--- src/rtl/aluw_pkg.sv ---
package aluw_pkg;

   typedef enum logic [3:0] {
      OP_ADD = 4'd0,
      OP_SUB = 4'd1,
      OP_AND = 4'd2,
      OP_OR  = 4'd3,
      OP_NOR = 4'd4,
      OP_SLL = 4'd5,
      OP_SRL = 4'd6,
      OP_MUL = 4'd7,
      OP_DIV = 4'd8
   } aluw_op_e;

   localparam int OP_W = 4;

   function automatic logic is_wide_op(logic [OP_W-1:0] code);
      return (code == OP_MUL) || (code == OP_DIV);
   endfunction

endpackage

--- src/rtl/aluw_shift.sv ---
module aluw_shift #(
   parameter int W      = 16,
   parameter int SHW    = $clog2(W),
   parameter bit BARREL = 1'b1
) (
   input  logic [W-1:0]   din,
   input  logic [SHW-1:0] amt,
   input  logic           to_left,
   output logic [W-1:0]   dout
);

   generate
      if (BARREL) begin : g_barrel
         logic [W-1:0] stage [0:SHW];
         assign stage[0] = din;
         for (genvar s = 0; s < SHW; s++) begin : g_stage
            localparam int DIST = 1 << s;
            logic [W-1:0] moved;
            assign moved = to_left ? (stage[s] << DIST) : (stage[s] >> DIST);
            assign stage[s+1] = amt[s] ? moved : stage[s];
         end
         assign dout = stage[SHW];
      end else begin : g_direct
         assign dout = to_left ? (din << amt) : (din >> amt);
      end
   endgenerate

endmodule

--- src/rtl/aluw_muldiv.sv ---
module aluw_muldiv
   import aluw_pkg::*;
#(
   parameter int W = 16
) (
   input  logic            clk,
   input  logic            rst_n,
   input  logic [OP_W-1:0] op,
   input  logic [W-1:0]    a,
   input  logic [W-1:0]    b,
   output logic [W-1:0]    hi,
   output logic [W-1:0]    lo
);

   localparam int PW = 2 * W;

   logic [PW-1:0] product;
   logic [W-1:0]  divisor;
   logic [W-1:0]  quotient;
   logic [W-1:0]  remainder;

   assign product   = {{W{1'b0}}, a} * {{W{1'b0}}, b};
   assign divisor   = (b == '0) ? W'(1) : b;
   assign quotient  = a / divisor;
   assign remainder = a % divisor;

   always_ff @(posedge clk or negedge rst_n) begin
      if (!rst_n) begin
         hi <= '0;
         lo <= '0;
      end else if (op == OP_MUL) begin
         hi <= product[PW-1:W];
         lo <= product[W-1:0];
      end else if (op == OP_DIV) begin
         hi <= remainder;
         lo <= quotient;
      end
   end

   AST_MUL_PRODUCT: assert property (@(posedge clk) disable iff (!rst_n)
      (op == OP_MUL) |=> ({hi, lo} == ({{W{1'b0}}, $past(a)} * {{W{1'b0}}, $past(b)})));

   AST_DIV_BY_ZERO: assert property (@(posedge clk) disable iff (!rst_n)
      (op == OP_DIV && b == '0) |=> (lo == $past(a) && hi == '0));

   AST_WIDE_HOLD: assert property (@(posedge clk) disable iff (!rst_n)
      !is_wide_op(op) |=> ($stable(hi) && $stable(lo)));

   AST_RESET_CLEAR: assert property (@(posedge clk) disable iff (!rst_n)
      $rose(rst_n) |-> (hi == '0 && lo == '0));

endmodule

--- src/rtl/aluw_flags.sv ---
module aluw_flags #(
   parameter int W = 16
) (
   input  logic [W-1:0] val,
   output logic         pos,
   output logic         zero,
   output logic         neg
);

   logic any_set;

   assign any_set = |val;
   assign neg     = val[W-1];
   assign zero    = ~any_set;
   assign pos     = any_set & ~val[W-1];

endmodule

--- src/rtl/aluw_core.sv ---
module aluw_core
   import aluw_pkg::*;
#(
   parameter int W      = 16,
   parameter bit BARREL = 1'b1
) (
   input  logic            clk,
   input  logic            rst_n,
   input  logic [3:0]      op,
   input  logic [W-1:0]    opnd_a,
   input  logic [W-1:0]    opnd_b,
   output logic [W-1:0]    result,
   output logic [W-1:0]    hi_word,
   output logic [W-1:0]    lo_word,
   output logic            a_pos,
   output logic            a_zero,
   output logic            a_neg
);

   localparam int SHW = $clog2(W);

   generate
      if (W < 2 || (1 << SHW) != W) begin : g_bad_width
         $error("aluw_core: W must be a power of two of at least 2");
      end
   endgenerate

   logic [W-1:0] shifted;
   logic         shift_left;
   logic [W-1:0] sum;
   logic [W-1:0] diff;

   assign sum        = opnd_a + opnd_b;
   assign diff       = opnd_a - opnd_b;
   assign shift_left = (op == OP_SLL);

   aluw_shift #(.W(W), .SHW(SHW), .BARREL(BARREL)) u_shift (
      .din     (opnd_a),
      .amt     (opnd_b[SHW-1:0]),
      .to_left (shift_left),
      .dout    (shifted)
   );

   aluw_muldiv #(.W(W)) u_muldiv (
      .clk   (clk),
      .rst_n (rst_n),
      .op    (op),
      .a     (opnd_a),
      .b     (opnd_b),
      .hi    (hi_word),
      .lo    (lo_word)
   );

   aluw_flags #(.W(W)) u_flags (
      .val  (opnd_a),
      .pos  (a_pos),
      .zero (a_zero),
      .neg  (a_neg)
   );

   always_comb begin
      unique case (op)
         OP_ADD:         result = sum;
         OP_SUB:         result = diff;
         OP_AND:         result = opnd_a & opnd_b;
         OP_OR:          result = opnd_a | opnd_b;
         OP_NOR:         result = ~(opnd_a | opnd_b);
         OP_SLL, OP_SRL: result = shifted;
         default:        result = '0;
      endcase
   end

   AST_WIDE_RESULT_QUIET: assert property (@(posedge clk) disable iff (!rst_n)
      is_wide_op(op) |-> (result == '0));

   AST_FLAGS_EXCLUSIVE: assert property (@(posedge clk) disable iff (!rst_n)
      $onehot({a_pos, a_zero, a_neg}));

endmodule

--- config.mk ---
export PLATFORM = sky130hd
export DESIGN_NAME = aluw_core
export DESIGN_NICKNAME = d
export VERILOG_FILES = /design/src/rtl/aluw_pkg.sv /design/src/rtl/aluw_shift.sv /design/src/rtl/aluw_muldiv.sv /design/src/rtl/aluw_flags.sv /design/src/rtl/aluw_core.sv
export SDC_FILE = /design/constraint.sdc
export NUM_CORES = 1
export LEC_CHECK = 0
export ABC_AREA = 0
export ABC_CLOCK_PERIOD_IN_PS = 10050
export CAP_MARGIN = 25
export CORE_ASPECT_RATIO = 1.1
export CORE_UTILIZATION = 45
export CTS_BUF_LIST = sky130_fd_sc_hd__clkbuf_4 sky130_fd_sc_hd__clkbuf_8 sky130_fd_sc_hd__clkbuf_16
export CTS_CLUSTER_SIZE = 12
export DETAILED_ROUTE_END_ITERATION = 12
export GPL_TIMING_DRIVEN = 0
export SETUP_SLACK_MARGIN = 0.05
export SLEW_MARGIN = 10
export SYNTH_ARGS = -nofsm -noshare
export SYNTH_HDL_FRONTEND = slang
export SYNTH_SLANG_ARGS = --single-unit
--- constraint.sdc ---
create_clock -name clk -period 10.05 [get_ports clk]
set_clock_uncertainty 0.1 [all_clocks]
set_input_delay 3.015 -clock clk [delete_from_list [all_inputs] [get_ports clk]]
set_output_delay 3.015 -clock clk [all_outputs]
set_load 0.02 [all_outputs]
# After elaboration in Yosys (flattened, before gate mapping)
# Cells that the tools add are included.
# word_totals
elab_cells	40
out_inout_bits	51
input_bits	38
register_bits	32
# op_classes
multipliers	1
mux	14
n_eq_ne	8
div	2
add_sub_neg	2
reduce_logical	5
bitwise_logic	6
# op_table
cell	count
$mux W16	13
$pmux W16 S6	1
$mul A16 B16 Y32	1
$add A16 B16 Y16	1
$and A16 B16 Y16	1
$div A16 B16 Y16	1
$eq A4 B3 Y1 const B	4
$logic_not A16 Y1	1
$mod A16 B16 Y16	1
$not A16 Y16	1
$or A16 B16 Y16	1
$reduce_or A16 Y1	1
$sub A16 B16 Y16	1
$eq A4 B2 Y1 const B	2
$eq A4 B1 Y1 const B	1
$eq A4 B4 Y1 const B	1
$logic_not A4 Y1	1
$not A1 Y1	2
$reduce_bool A2 Y1	1
$reduce_or A2 Y1	1
$and A1 B1 Y1	1

# Depth between registers and ports, before layout
# depth
word_depth	10
mapped_depth	141
depth_no_buf	128

# Hierarchy
# A second synthesis with hierarchy kept.
# hier_totals
hier_cells	2840
area_unflattened_um2	21490.6
# by_module_without_submodules
module	area_per_inst_um2	cells_each	seq_area_each_um2	n_inst
aluw_muldiv	18011.0	2347	800.8	1
aluw_core	1816.7	264	0.0	1
aluw_shift	1612.8	222	0.0	1
aluw_flags	50.0	7	0.0	1

# Least setup slack after synthesis
# Ideal clock, no wire load.
# synth_path
kind	input to register
start	input port opnd_b[0]
end	register u_muldiv.hi[9]
arrival_time_ns	30.194
setup_slack_ns	-20.381
n_path_buf	13
setup_ns	0.137
t_required_ns	9.813
stages	127
cell_sequence	clkbuf_1 -> clkinv_1 -> buf_1 -> ha_1 -> nand2_1 -> o21ai_0 -> inv_1 -> ha_1 -> or2_2 -> nand2_1 -> nor2_1 -> mux2i_1 -> ha_1 -> o21a_1 -> or4_1 -> nand2_1 -> ha_1 -> nor2_1 -> (+91 left out) -> nand3_1 -> a211oi_1 -> nor3_1 -> nor3_1 -> clkbuf_1 -> mux2_2 -> ha_1 -> nor2b_1 -> o21ai_0 -> a21oi_1 -> o41ai_1 -> o211a_1 -> o21ai_0 -> and2_1 -> clkbuf_1 -> buf_1 -> a211oi_1 -> o32ai_1
# synth_between
elab_chain_cells	5
elab_cells_between_ends	6
cone_classes	mul: 1; div: 1; mux: 3; reduce/logical: 1
# synth_lines
element	line_no	rtl
start, declared	aluw_core.sv:11	input logic [W-1:0] opnd_b,
$logic_not A16 Y1	aluw_muldiv.sv:23	assign divisor = (b == '0) ? W'(1) : b;
$mux W16	aluw_muldiv.sv:23	
$mod A16 B16 Y16	aluw_muldiv.sv:25	assign remainder = a % divisor;
$mux W16	aluw_muldiv.sv:34	end else if (op == OP_DIV) begin
$mux W16 (*)	aluw_muldiv.sv:31	end else if (op == OP_MUL) begin
end signal, assigned	aluw_muldiv.sv:32	hi <= product[PW-1:W];
end signal, assigned	aluw_muldiv.sv:35	hi <= remainder;
end, declared	aluw_muldiv.sv:11	output logic [W-1:0] hi,
# Mark *: on every way between the ends. The rest lies on a longest branch, timed or not. The select of a mux whose other input is x is not followed.
# A chain may end at the register's enable or synchronous reset.

# Worst setup path after layout
# layout_path
start	input port opnd_b[1]
end	register u_muldiv.hi[9]
# The elaborated chain is that of the path after synthesis.

==> impl_metrics.yaml <==
outcome:
  status: "complete, but fails checks"
  violations: "setup timing"
setup_path:
  r2r_setup_slack_ns: 8.79
  start_kind: "input port"
  cp_slowest_cell: "or4b_4"
  worstPathRequired_ns: 10.09
  max_stage_delay_ns: 0.55
  worst_path_most_repeated_cell: "ha_4"
  crit_fanout: 10
  worst-setup-path-type: "in -> reg"
  critical_path_arrival_ns: 28.22
  reg2reg_from: "u_muldiv.hi[8]$_DFFE_PN0P_"
  startpoint: "opnd_b[1]"
  end_kind: "flip-flop"
synthesis:
  netlist_instances: 2628
  synth.cell_area_mm2: 0.0196
  ys_types: 94
  synth_fp_nets: 3121
  synth.top_cell.area_share_pct: 20.1
  yosysSeqAreaShare_pct: 4.09
  ys_top_cells_by_count: "nand2_1, inv_1, ha_1, nor2_1, fa_1"
  synth_async_sr_flop_share_pct: 100
  syn_avg_cell_area_um2: 7.44
  synth_area_leaders: "fa_1, ha_1, nand2_1"
  ys_seq_elements: 32
  yosys_warnings: 0
  synth_area_leader_cell: "fa_1"
  synth_most_common_cell: "nand2_1"
  ys.flop_type: "dfrtp_1"
  synth_edf_count: 0
sta:
  hold_ws_ns: 0.452
  setup_violations: 27
  min_period_ns: 28.18
  drv_slew: 0
  fin_tns_setup_ns: -384.72
  rsz0062_at_grt: "yes"
  fin_crit_sh_pct: 280
  slew-limit-headroom_pct: 20.5
  tightest_slew_ns: 1.19
  setup_slack_ns: -18.13
  hold_violations: 0
  max_freq_ghz: 0.0355
clock_tree:
  clock_latency_ns: 0.28
  cts_tree: "done"
  cts_buffers: 5
  cts_hold_buf: 0
  cts_root_buf: "clkbuf_16"
  cts-htree-levels: 2
  path_clk_slew_ns: 0.06
  cts.path.max_buffers: 2
  cts_num_sinks: 32
drt:
  drt-initial-drc-count: 1971
  postRouteWirelength_um: 84500
  routedWlPerCell_um: 23.9
  drt_pass1_iterations: 9
  viasPerCell: 6.15
  drc: 0
  antenna_left: 0
  vias: 21700
run:
  max_cap_violations: 0
power_and_ir_drop:
  p_leak_uw: 0.0119
  fin_total_pwr_uw: 5510
  ir_worst_vdd_uv: 332
  p_per_area_mw_per_mm2: 210
finish:
  diodes: 0
  layout.nets: 3456
  layout-drive-gt1-share_pct: 24.1
  final_area_mm2: 0.0263
  synthToLayoutAreaGrowth_pct: 34.4
floorplan:
  io_pins: 89
  core_area_mm2: 0.0426
  die_height_um: 221
  die_w_um: 201
  start_util_pct: 45.9
  rows: 79
  die_area_mm2: 0.0443
min_path:
  hold_path.class: "reg -> reg"
  hp-start: "u_muldiv.hi[6]$_DFFE_PN0P_"
global_route:
  grt_pass1_vias: 20800
  overflow: 0
  grt_usage_pct: 36.8
  grt_pass1_wl_um: 124000
  antenna_found_initial: 1
  grt_max_degree: 33
place:
  placed_area_mm2: 0.0222
  pre_cts_slack_ns: -22.02
  finalWeightedCongestion: 0.982
  io_buffers: 83
  dpl.hpwl_um: 64100
## cell type report
class / instances / area [µm²]
Sequential cell: 32 / 801
Inverter: 283 / 1100
Multi-Input combinational cell: 2165 / 19700
Buffer: 148 / 997
Clock buffer: 6 / 139
Fill cell: 3817 / 16300
Clock inverter: 2 / 10.0
Tap cell: 567 / 709
Timing Repair Buffer: 328 / 2880
## power breakdown
part	switching, µW	leakage [µW]	internal, µW
Combinational	2970	0.0114	2140
Clock	62.3	0.0000766	97.7
Sequential	53.6	0.000401	182
Total	3090	0.0119	2420
## flip-flops by register name, summed over array words and instances (netlist names)
signal / cells
u_muldiv.hi: 16
u_muldiv.lo: 16
## layer usage
layer  wire length, µm  vias to the layer above  global-route usage, %
met1             33100                    10700                   45.8
met2             39800                      991                   63.8
met5                 0                        -                      0
li1                  -                     9798                      -
met3              6200                      258                   3.48
met4              5390                        0                   18.8
## cell families after synthesis
family / after synthesis / share of synthesized area [%]
AOI/OAI and AO/OA: 669 / 22.9
xor gates and xnor gates: 122 / 5.46
adders and majority gates: 455 / 36.6
buffers and inverters: 431 / 8.36
DFF: 32 / 4.09
muxes: 39 / 2.11
and+or+nand+nor: 880 / 20.4
## metrics by stage
step / cells / util, %
3_3_place_gp: 3278 / 51.8
2_1_floorplan: 2628 / -
5_1_grt: 3531 / 61.7
3_5_place_dp: 3285 / 52.1
4_1_cts: 3440 / 58.0
6_report: 3531 / 61.7
## path summary, 6_finish.rpt
check / to / cells past startpoint
min in group asynchronous: u_muldiv.hi[2]$_DFFE_PN0P_ / 1
setup / recovery: u_muldiv.hi[9]$_DFFE_PN0P_ / 127
max in group asynchronous: u_muldiv.lo[5]$_DFFE_PN0P_ / 1
hold / removal: u_muldiv.hi[6]$_DFFE_PN0P_ / 2
hold reg to reg: u_muldiv.hi[6]$_DFFE_PN0P_ / 2
setup reg to reg: u_muldiv.hi[8]$_DFFE_PN0P_ / 4
## cell usage in the layout (no fill, tap or decap), types with 21 or more instances in the layout
| master | instances |
|---|---|
| clkbuf_2 | 26 |
| a31oi_1 | 30 |
| o21ai_1 | 22 |
| nor2_1 | 213 |
| ha_4 | 54 |
| o21a_1 | 35 |
| a21oi_2 | 25 |
| clkbuf_1 | 66 |
| o21ai_0 | 83 |
| fa_1 | 195 |
| buf_4 | 217 |
| clkdlybuf4s50_1 | 57 |
| nor3_1 | 39 |
| a21oi_1 | 133 |
| ha_1 | 197 |
| xor2_1 | 43 |
| or3_1 | 21 |
| nand2_1 | 325 |
| and2_1 | 41 |
| dfrtp_1 | 32 |
| xnor2_1 | 77 |
| a21o_1 | 46 |
| inv_1 | 268 |
| buf_6 | 22 |
| nand3_1 | 29 |
## repair_timing
action / 4_1_cts / 5_1_grt
pin swaps: 127 / 155
buffers inserted: 141 / 92
setup endpoints to repair: 46 / 40
resized for setup: 318 / 197
gates cloned: 6 / 0
## worst max-delay path, delay by kind of cell
kind	cells	cell delay, ns
fa+ha+maj	17	4.02
mux	6	1.56
buf+inv	16	2.19
compound gates	57	11.02
simple gates	31	6.36
Power figures use the tool's default switching activity.
